### config.mk
export PLATFORM = sky130hd
export DESIGN_NAME = seg_desc_decoder
export DESIGN_NICKNAME = d
export VERILOG_FILES = /design/src/rtl/seg_desc_decoder.sv
export SDC_FILE = /design/constraint.sdc
export NUM_CORES = 1
export LEC_CHECK = 0
export ABC_CLOCK_PERIOD_IN_PS = 3650
export BUFFER_PORTS_ARGS = -buffer_cell sky130_fd_sc_hd__buf_2
export CAP_MARGIN = 30
export CORE_AREA = 2 2 140 142
export CTS_BUF_LIST = sky130_fd_sc_hd__clkbuf_4
export CTS_CLUSTER_SIZE = 16
export DETAILED_ROUTE_END_ITERATION = 7
export DIE_AREA = 0 0 142 144
export PLACE_DENSITY = 0.57
export SLEW_MARGIN = 20
export SYNTH_ARGS = -nofsm -noshare
export SYNTH_HDL_FRONTEND = slang
export SYNTH_SLANG_ARGS = --single-unit
export TNS_END_PERCENT = 20
### constraint.sdc
create_clock -name clk -period 3.65 [get_ports clk]
set_input_delay 0.5475 -clock clk [delete_from_list [all_inputs] [get_ports clk]]
set_output_delay 0.5475 -clock clk [all_outputs]
set_load 0.1 [all_outputs]
### src/rtl/seg_desc_decoder.sv
module seg_desc_decoder #(
  parameter int BASE_W = 64,
  parameter int LIM_W  = 32,
  parameter int SZ_W   = 4
) (
  input  logic              clk,
  input  logic              rst_n,
  input  logic              req_valid,
  input  logic              req_code,
  input  logic [15:0]       req_sel,
  input  logic [2:0]        req_seg,
  input  logic              mode_long,
  input  logic              mode_v86,
  input  logic [BASE_W-1:0] fs_base,
  input  logic [BASE_W-1:0] gs_base,
  input  logic [15:0]       tbl_limit,
  output logic              tbl_rd_en,
  output logic [15:0]       tbl_rd_addr,
  input  logic [63:0]       tbl_rd_data,
  output logic              done,
  output logic [BASE_W-1:0] seg_base,
  output logic [LIM_W-1:0]  seg_limit,
  output logic [SZ_W-1:0]   addr_size,
  output logic [SZ_W-1:0]   opnd_size,
  output logic              err
);

  localparam logic [2:0] SEG_FS = 3'd4;
  localparam logic [2:0] SEG_GS = 3'd5;

  typedef enum logic [1:0] {S_IDLE, S_FETCH, S_DONE} state_t;
  state_t state;

  logic st_idle;
  logic q_code, q_long;
  assign st_idle = (state == S_IDLE);

  // request classification
  logic prot, need_desc, null_sel, over_lim, go_fetch, chk_err;
  logic [15:0] offs;
  assign prot      = !mode_v86 && !mode_long;
  assign need_desc = !mode_v86 && (req_code || !mode_long);
  assign null_sel  = prot && (req_sel[15:2] == 14'd0);
  assign offs      = {req_sel[15:3], 3'b000};
  assign over_lim  = need_desc && (offs > tbl_limit);
  assign chk_err   = null_sel || over_lim;
  assign go_fetch  = need_desc && !chk_err;

  assign tbl_rd_en   = st_idle && req_valid && go_fetch;
  assign tbl_rd_addr = offs;

  // results that need no descriptor
  logic [BASE_W-1:0] dir_base;
  logic [LIM_W-1:0]  dir_lim;
  logic [SZ_W-1:0]   dir_sz;
  always_comb begin
    dir_base = '0;
    dir_lim  = '1;
    dir_sz   = '0;
    if (chk_err) begin
      dir_lim = '0;
    end else if (mode_v86) begin
      dir_base = BASE_W'({req_sel, 4'h0});
      if (req_code) dir_sz = SZ_W'(2);
    end else if (req_seg == SEG_FS) begin
      dir_base = fs_base;
    end else if (req_seg == SEG_GS) begin
      dir_base = gs_base;
    end
  end

  // descriptor decode
  logic [31:0] d_base;
  logic [19:0] d_lim;
  logic [1:0]  d_ld;
  logic        d_err;
  logic [SZ_W-1:0] d_asz, d_osz;
  logic [LIM_W-1:0] d_lim_b;
  logic unused_desc;
  assign d_base  = {tbl_rd_data[63:56], tbl_rd_data[39:16]};
  assign d_lim   = {tbl_rd_data[51:48], tbl_rd_data[15:0]};
  assign d_lim_b = tbl_rd_data[55] ? LIM_W'({d_lim, 12'hFFF}) : LIM_W'(d_lim);
  assign d_ld    = {tbl_rd_data[53], tbl_rd_data[54]};
  assign d_err   = q_code && (!tbl_rd_data[43] || d_ld == 2'b11);
  assign d_asz   = !q_code ? '0 : (d_ld == 2'b00) ? SZ_W'(2) :
                   (d_ld == 2'b01) ? SZ_W'(4) : SZ_W'(8);
  assign d_osz   = !q_code ? '0 : (d_ld == 2'b00) ? SZ_W'(2) : SZ_W'(4);
  assign unused_desc = ^{tbl_rd_data[52], tbl_rd_data[47:44], tbl_rd_data[42:40]};

  always_ff @(posedge clk) begin
    if (!rst_n) begin
      state     <= S_IDLE;
      q_code    <= 1'b0;
      q_long    <= 1'b0;
      seg_base  <= '0;
      seg_limit <= '0;
      addr_size <= '0;
      opnd_size <= '0;
      err       <= 1'b0;
    end else begin
      case (state)
        S_IDLE: if (req_valid) begin
          q_code <= req_code;
          q_long <= mode_long;
          if (go_fetch) begin
            state <= S_FETCH;
          end else begin
            seg_base  <= dir_base;
            seg_limit <= dir_lim;
            addr_size <= dir_sz;
            opnd_size <= dir_sz;
            err       <= chk_err;
            state     <= S_DONE;
          end
        end
        S_FETCH: begin
          err       <= d_err;
          seg_base  <= (d_err || q_long) ? '0 : BASE_W'(d_base);
          seg_limit <= d_err ? '0 : (q_long ? '1 : d_lim_b);
          addr_size <= d_err ? '0 : d_asz;
          opnd_size <= d_err ? '0 : d_osz;
          state     <= S_DONE;
        end
        S_DONE:  state <= S_IDLE;
        default: state <= S_IDLE;
      endcase
    end
  end

  assign done = (state == S_DONE);

endmodule

# Word level (Yosys, flattened, before mapping)
# Index checks and enable logic that the tools add are counted.
# W data, S select, Z words.
[totals]
memories = 0
ff_bits = 109
rom_bits = 0
in_bits = 233
ramBits = 0
latch_bits = 0
[op_classes]
n_lt_le_gt_ge = 1
n_addsub = 0
shift = 0
n_div = 0
eq_ne = 8
n_mul = 0
mux = 35
bitwise = 0
n_reduce_logical = 22
[ops]
columns = ["op", "n"]
rows = [
  ["$mux W64", 6],
  ["$mux W32", 7],
  ["$pmux W64 S2", 1],
  ["$pmux W32 S2", 1],
  ["$mux W4", 6],
  ["$gt A16 B16 Y1", 1],
  ["$pmux W4 S2", 2],
  ["$logic_not A14 Y1", 1],
  ["$mux W2", 5],
  ["$mux W3", 3],
  ["$logic_and A1 B1 Y1", 8],
  ["$eq A3 B3 Y1 const B", 2],
  ["$eq A2 B1 Y1 const B", 2],
  ["$eq A2 B2 Y1 const B", 2],
  ["$logic_not A1 Y1", 4],
  ["$logic_not A2 Y1", 2],
  ["$logic_or A1 B1 Y1", 4],
  ["$ne A2 B2 Y1 const B", 2],
  ["$pmux W2 S2", 1],
  ["$reduce_and A3 Y1", 1],
  ["$mux W1", 2],
  ["$pmux W1 S2", 1],
  ["$reduce_and A2 Y1", 1],
  ["$reduce_bool A2 Y1", 1],
]

# Longest topological paths before layout
[logic_depth]
ltp_word = 10
ltp_mapped = 10
ltp_nobuf = 8

# Worst setup path after synthesis
# OpenSTA, ideal clock, no wires.
[synth_path]
kind = "in2out"
startpoint = "input tbl_limit[3]"
endpoint = "output tbl_rd_en"
path_slack_ns = -0.382
required_time_ns = 3.102
path_buffers = 2
t_arrival_ns = 3.485
cell_stages = 9
cell_sequence = "inv_1 > ha_1 > or4b_1 > or4_4 > o2111ai_2 > o211ai_2 > buf_6 > buf_2 > nor2_1"
[synth_via]
elab_chain_cells = 6
[synth_rtl]
columns = ["item", "line_no", "source"]
rows = [
  ["from (decl)", "16", "input logic [15:0] tbl_limit,"],
  ["$gt A16 B16 Y1", "45", "assign over_lim = need_desc && (offs > tbl_limit);"],
  ["$logic_and A1 B1 Y1", "45", ""],
  ["$logic_or A1 B1 Y1", "46", "assign chk_err = null_sel || over_lim;"],
  ["$logic_not A1 Y1", "47", "assign go_fetch = need_desc && !chk_err;"],
  ["$logic_and A1 B1 Y1", "47", ""],
  ["$logic_and A1 B1 Y1", "49", "assign tbl_rd_en = st_idle && req_valid && go_fetch;"],
  ["to (decl)", "17", "output logic tbl_rd_en,"],
]
# Every way passes these cells.

# Final worst setup path
[layout_path]
startpoint = "input req_sel[3]"
endpoint = "output tbl_rd_en"
[layout_via]
elab_chain_cells = 6
[layout_rtl]
columns = ["item", "line_no", "source"]
rows = [
  ["from (decl)", "10", "input logic [15:0] req_sel,"],
  ["$gt A16 B16 Y1 or $logic_not A14 Y1 (tied branches)", "45, 43", ""],
  ["$logic_and A1 B1 Y1, on equally long branches", "45, 43", ""],
  ["$logic_or A1 B1 Y1 *", "46", ""],
  ["$logic_not A1 Y1 *", "47", ""],
  ["$logic_and A1 B1 Y1 *", "47", ""],
  ["$logic_and A1 B1 Y1 *", "49", ""],
]
# Every way passes the cells marked *; elsewhere a longest branch is shown, timed or not.

==> results.json <==
{
  "status": "finished clean",
  "path_cells": "buf_2 > ha_1 > or4b_1 > or4_4 > o2111ai_2 > o211ai_2 > nor2_2 > buf_12",
  "drtIter0Drc": 348,
  "cts-resized-gates": 0,
  "ys_seq_elements": 105,
  "maxSlewViolCount": 0,
  "cp-startpoint": "req_sel[3]",
  "layout.cells.non_filler": 1226,
  "p_leak_nw": 3.70,
  "path_buf_inv": 2,
  "synth_edf_count": 0,
  "worstSkewPairLatency_ns": 0.48,
  "final_hold_viol_count": 0,
  "post-route-drc-count": 0,
  "root_buffer": "clkbuf_4",
  "finalCritPeriodShare": 0.839,
  "vias_per_cell": 5.26,
  "routedWlPerCell_um": 17.5,
  "clk_path_buf_depth": 2,
  "worstPathRequired_ns": 3.10,
  "hold_end": "seg_base[7]",
  "max_stage_delay_ns": 0.46,
  "io_pins": 356,
  "synth_ff_type": "dfxtp_1",
  "die_w_um": 142,
  "whs_path_depth": 3,
  "worstRegToRegCells": 6,
  "cp_slowest_cell": "or4_4",
  "yosysWarnings": 0,
  "post-route-util": 0.403,
  "dp.cells": 1208,
  "period_minus_slack_ns": 3.06,
  "ir_drop_uv": 197,
  "dp_hpwl_um": 15900,
  "initial_core_util": 0.303,
  "yosys.area.top_type": "dfxtp_1",
  "avgSynthCellArea_sq_um": 8.26,
  "wl_um": 21500,
  "setup_tns_ns": 0,
  "critPathTopFamily": "simple AND/OR/NAND/NOR gates",
  "timing.rr.start": "state[1]",
  "timing.fmax_ghz": 0.327,
  "drt_pass1_iterations": 6,
  "cts-hold-fix-buffers": 0,
  "grt_max_degree": 72,
  "fin_skew_ns": 0.0182,
  "cp_max_fo": 4,
  "cp_data_arrival_time_ns": 2.51,
  "syn2layout_area_growth_pct": 32.9,
  "cts_max_level": 3,
  "core-area_sq_um": 19100,
  "syn_inst": 701,
  "ant_nets": 0,
  "reg2reg_slack_ns": 1.24,
  "maxCapViolCount": 0,
  "nets": 1227,
  "tritoncts": "built",
  "end_kind": "output pin",
  "netlist.area_leader.share": 0.363,
  "cts_buffers": 9,
  "die_y_um": 144,
  "vias": 6452,
  "post_cts_buffers": 0,
  "start_kind": "input pin",
  "slew_headroom": 0.429,
  "gp_congestion": 0.875,
  "clk_pin_slew_ns": 0.18,
  "min_path_type": "in2reg",
  "synthArstFlopShare": 0,
  "antenna_found_initial": 1,
  "finalSetupViolCount": 0,
  "grt_pass1_wl_um": 32700,
  "grt_overflow": 0,
  "crit_type": "in2out",
  "worst_pin_slew_ns": 0.853,
  "powerDensity_nw_per_um2": 449,
  "clock_sinks": 105,
  "gr-usage-all-layers": 0.202,
  "rows": 51,
  "numPortBuffers": 341,
  "synth_area_leaders": "dfxtp_1, a21oi_1, o21ai_0",
  "synth.distinct_cells": 46,
  "min-delay-start": "tbl_rd_data[23]",
  "syn_area_sq_um": 5790,
  "drive_gt1_frac": 0.408,
  "die_area_sq_um": 20400,
  "holdWs_ns": 0.340,
  "reg2reg_to": "seg_base[30]",
  "rsz0062_at_grt": "no",
  "seq_area_frac_synth": 0.363,
  "grt_pass1_vias": 6019
}
[area by class of cell]
type	instances	area (sq um)
Inverter	16	60.1
Fill cell	2005	11400
Clock buffer	9	67.6
Multi-Input combinational cell	489	3210
Antenna cell	2	5.00
Clock inverter	7	65.1
Timing Repair Buffer	360	1890
Tap cell	238	298
Sequential cell	105	2100
[routing by layer]
metal,routed length (um),vias up,global-route usage,share of wire
met1,9510,3004,0.265,0.44
met5,0,-,0,0
met4,222,0,0.0358,0.010
met2,10200,252,0.332,0.47
li1,-,3173,-,-
met3,1540,23,0.0609,0.072
[registers in the layout (all words and copies together), names as in the netlist]
name	flops
addr_size	3
q_code	1
opnd_size	1
seg_limit	32
q_long	1
seg_base	64
err	1
state	2
[Yosys cell counts, types with 7 or more instances]
| cell type | instances |
|---|---|
| o311a_1 | 16 |
| o221a_2 | 7 |
| buf_4 | 20 |
| buf_2 | 11 |
| mux2_2 | 8 |
| ha_1 | 13 |
| a32o_1 | 32 |
| or3_1 | 16 |
| a22oi_1 | 32 |
| dfxtp_1 | 105 |
| clkbuf_1 | 62 |
| a21oi_1 | 90 |
| and3_1 | 32 |
| inv_1 | 16 |
| a22o_1 | 32 |
| nor2_1 | 53 |
| nand2_1 | 27 |
| o21ai_0 | 76 |
[report_power, final]
group	leakage (nW)	switching [mW]	internal [mW]	total, mW
clock network	0.0741	0.436	0.155	0.591
registers	0.862	0.0528	1.25	1.30
logic	2.77	1.22	0.341	1.56
[worst max-delay path by stage]
stage                   endpoint  slack [ns]  depth (start not counted)
floorplan              tbl_rd_en        0.08                          9
global placement    seg_base[60]        0.40                          9
detailed placement  seg_base[60]        0.38                          9
CTS                    tbl_rd_en        0.56                          8
global route           tbl_rd_en        0.48                          8
finish                 tbl_rd_en        0.59                          8
[placed cells by master (no fill, tap or decap), types with 18 or more instances in the layout]
master	instances
buf_4	18
nand2_1	27
a22oi_1	32
a21oi_1	90
a22o_1	32
a32o_1	32
dfxtp_1	105
and3_1	32
o21ai_0	75
buf_2	339
nor2_1	50
[metrics by stage]
stage / area [sq um] / setup slack, ns / power (mW)
floorplan: 5810 / 0.0779 / 2.53
global placement: 7560 / 0.395 / 2.89
detailed placement: 7560 / 0.384 / 2.89
CTS: 7690 / 0.561 / 3.50
global route: 7690 / 0.482 / 3.63
finish: 7690 / 0.588 / 3.45
[cells by family (layout without fill, tap and decap cells)]
kind of cell,Yosys count,after routing,synth area share
AO/OA/AOI/OAI,307,307,0.367
adder cells (fa/ha/maj),13,13,0.0281
buffers and inverters,112,392,0.0905
flip-flops,105,105,0.363
multiplexers,9,9,0.0173
other,1,8,0.000648
AND/OR/NAND/NOR,154,154,0.134
[worst min-delay path, cell delays in order]
cell and delay, ns:
buf_2 0.07, a21oi_1 0.05, a21oi_1 0.12
(Power assumes the default switching activity.)
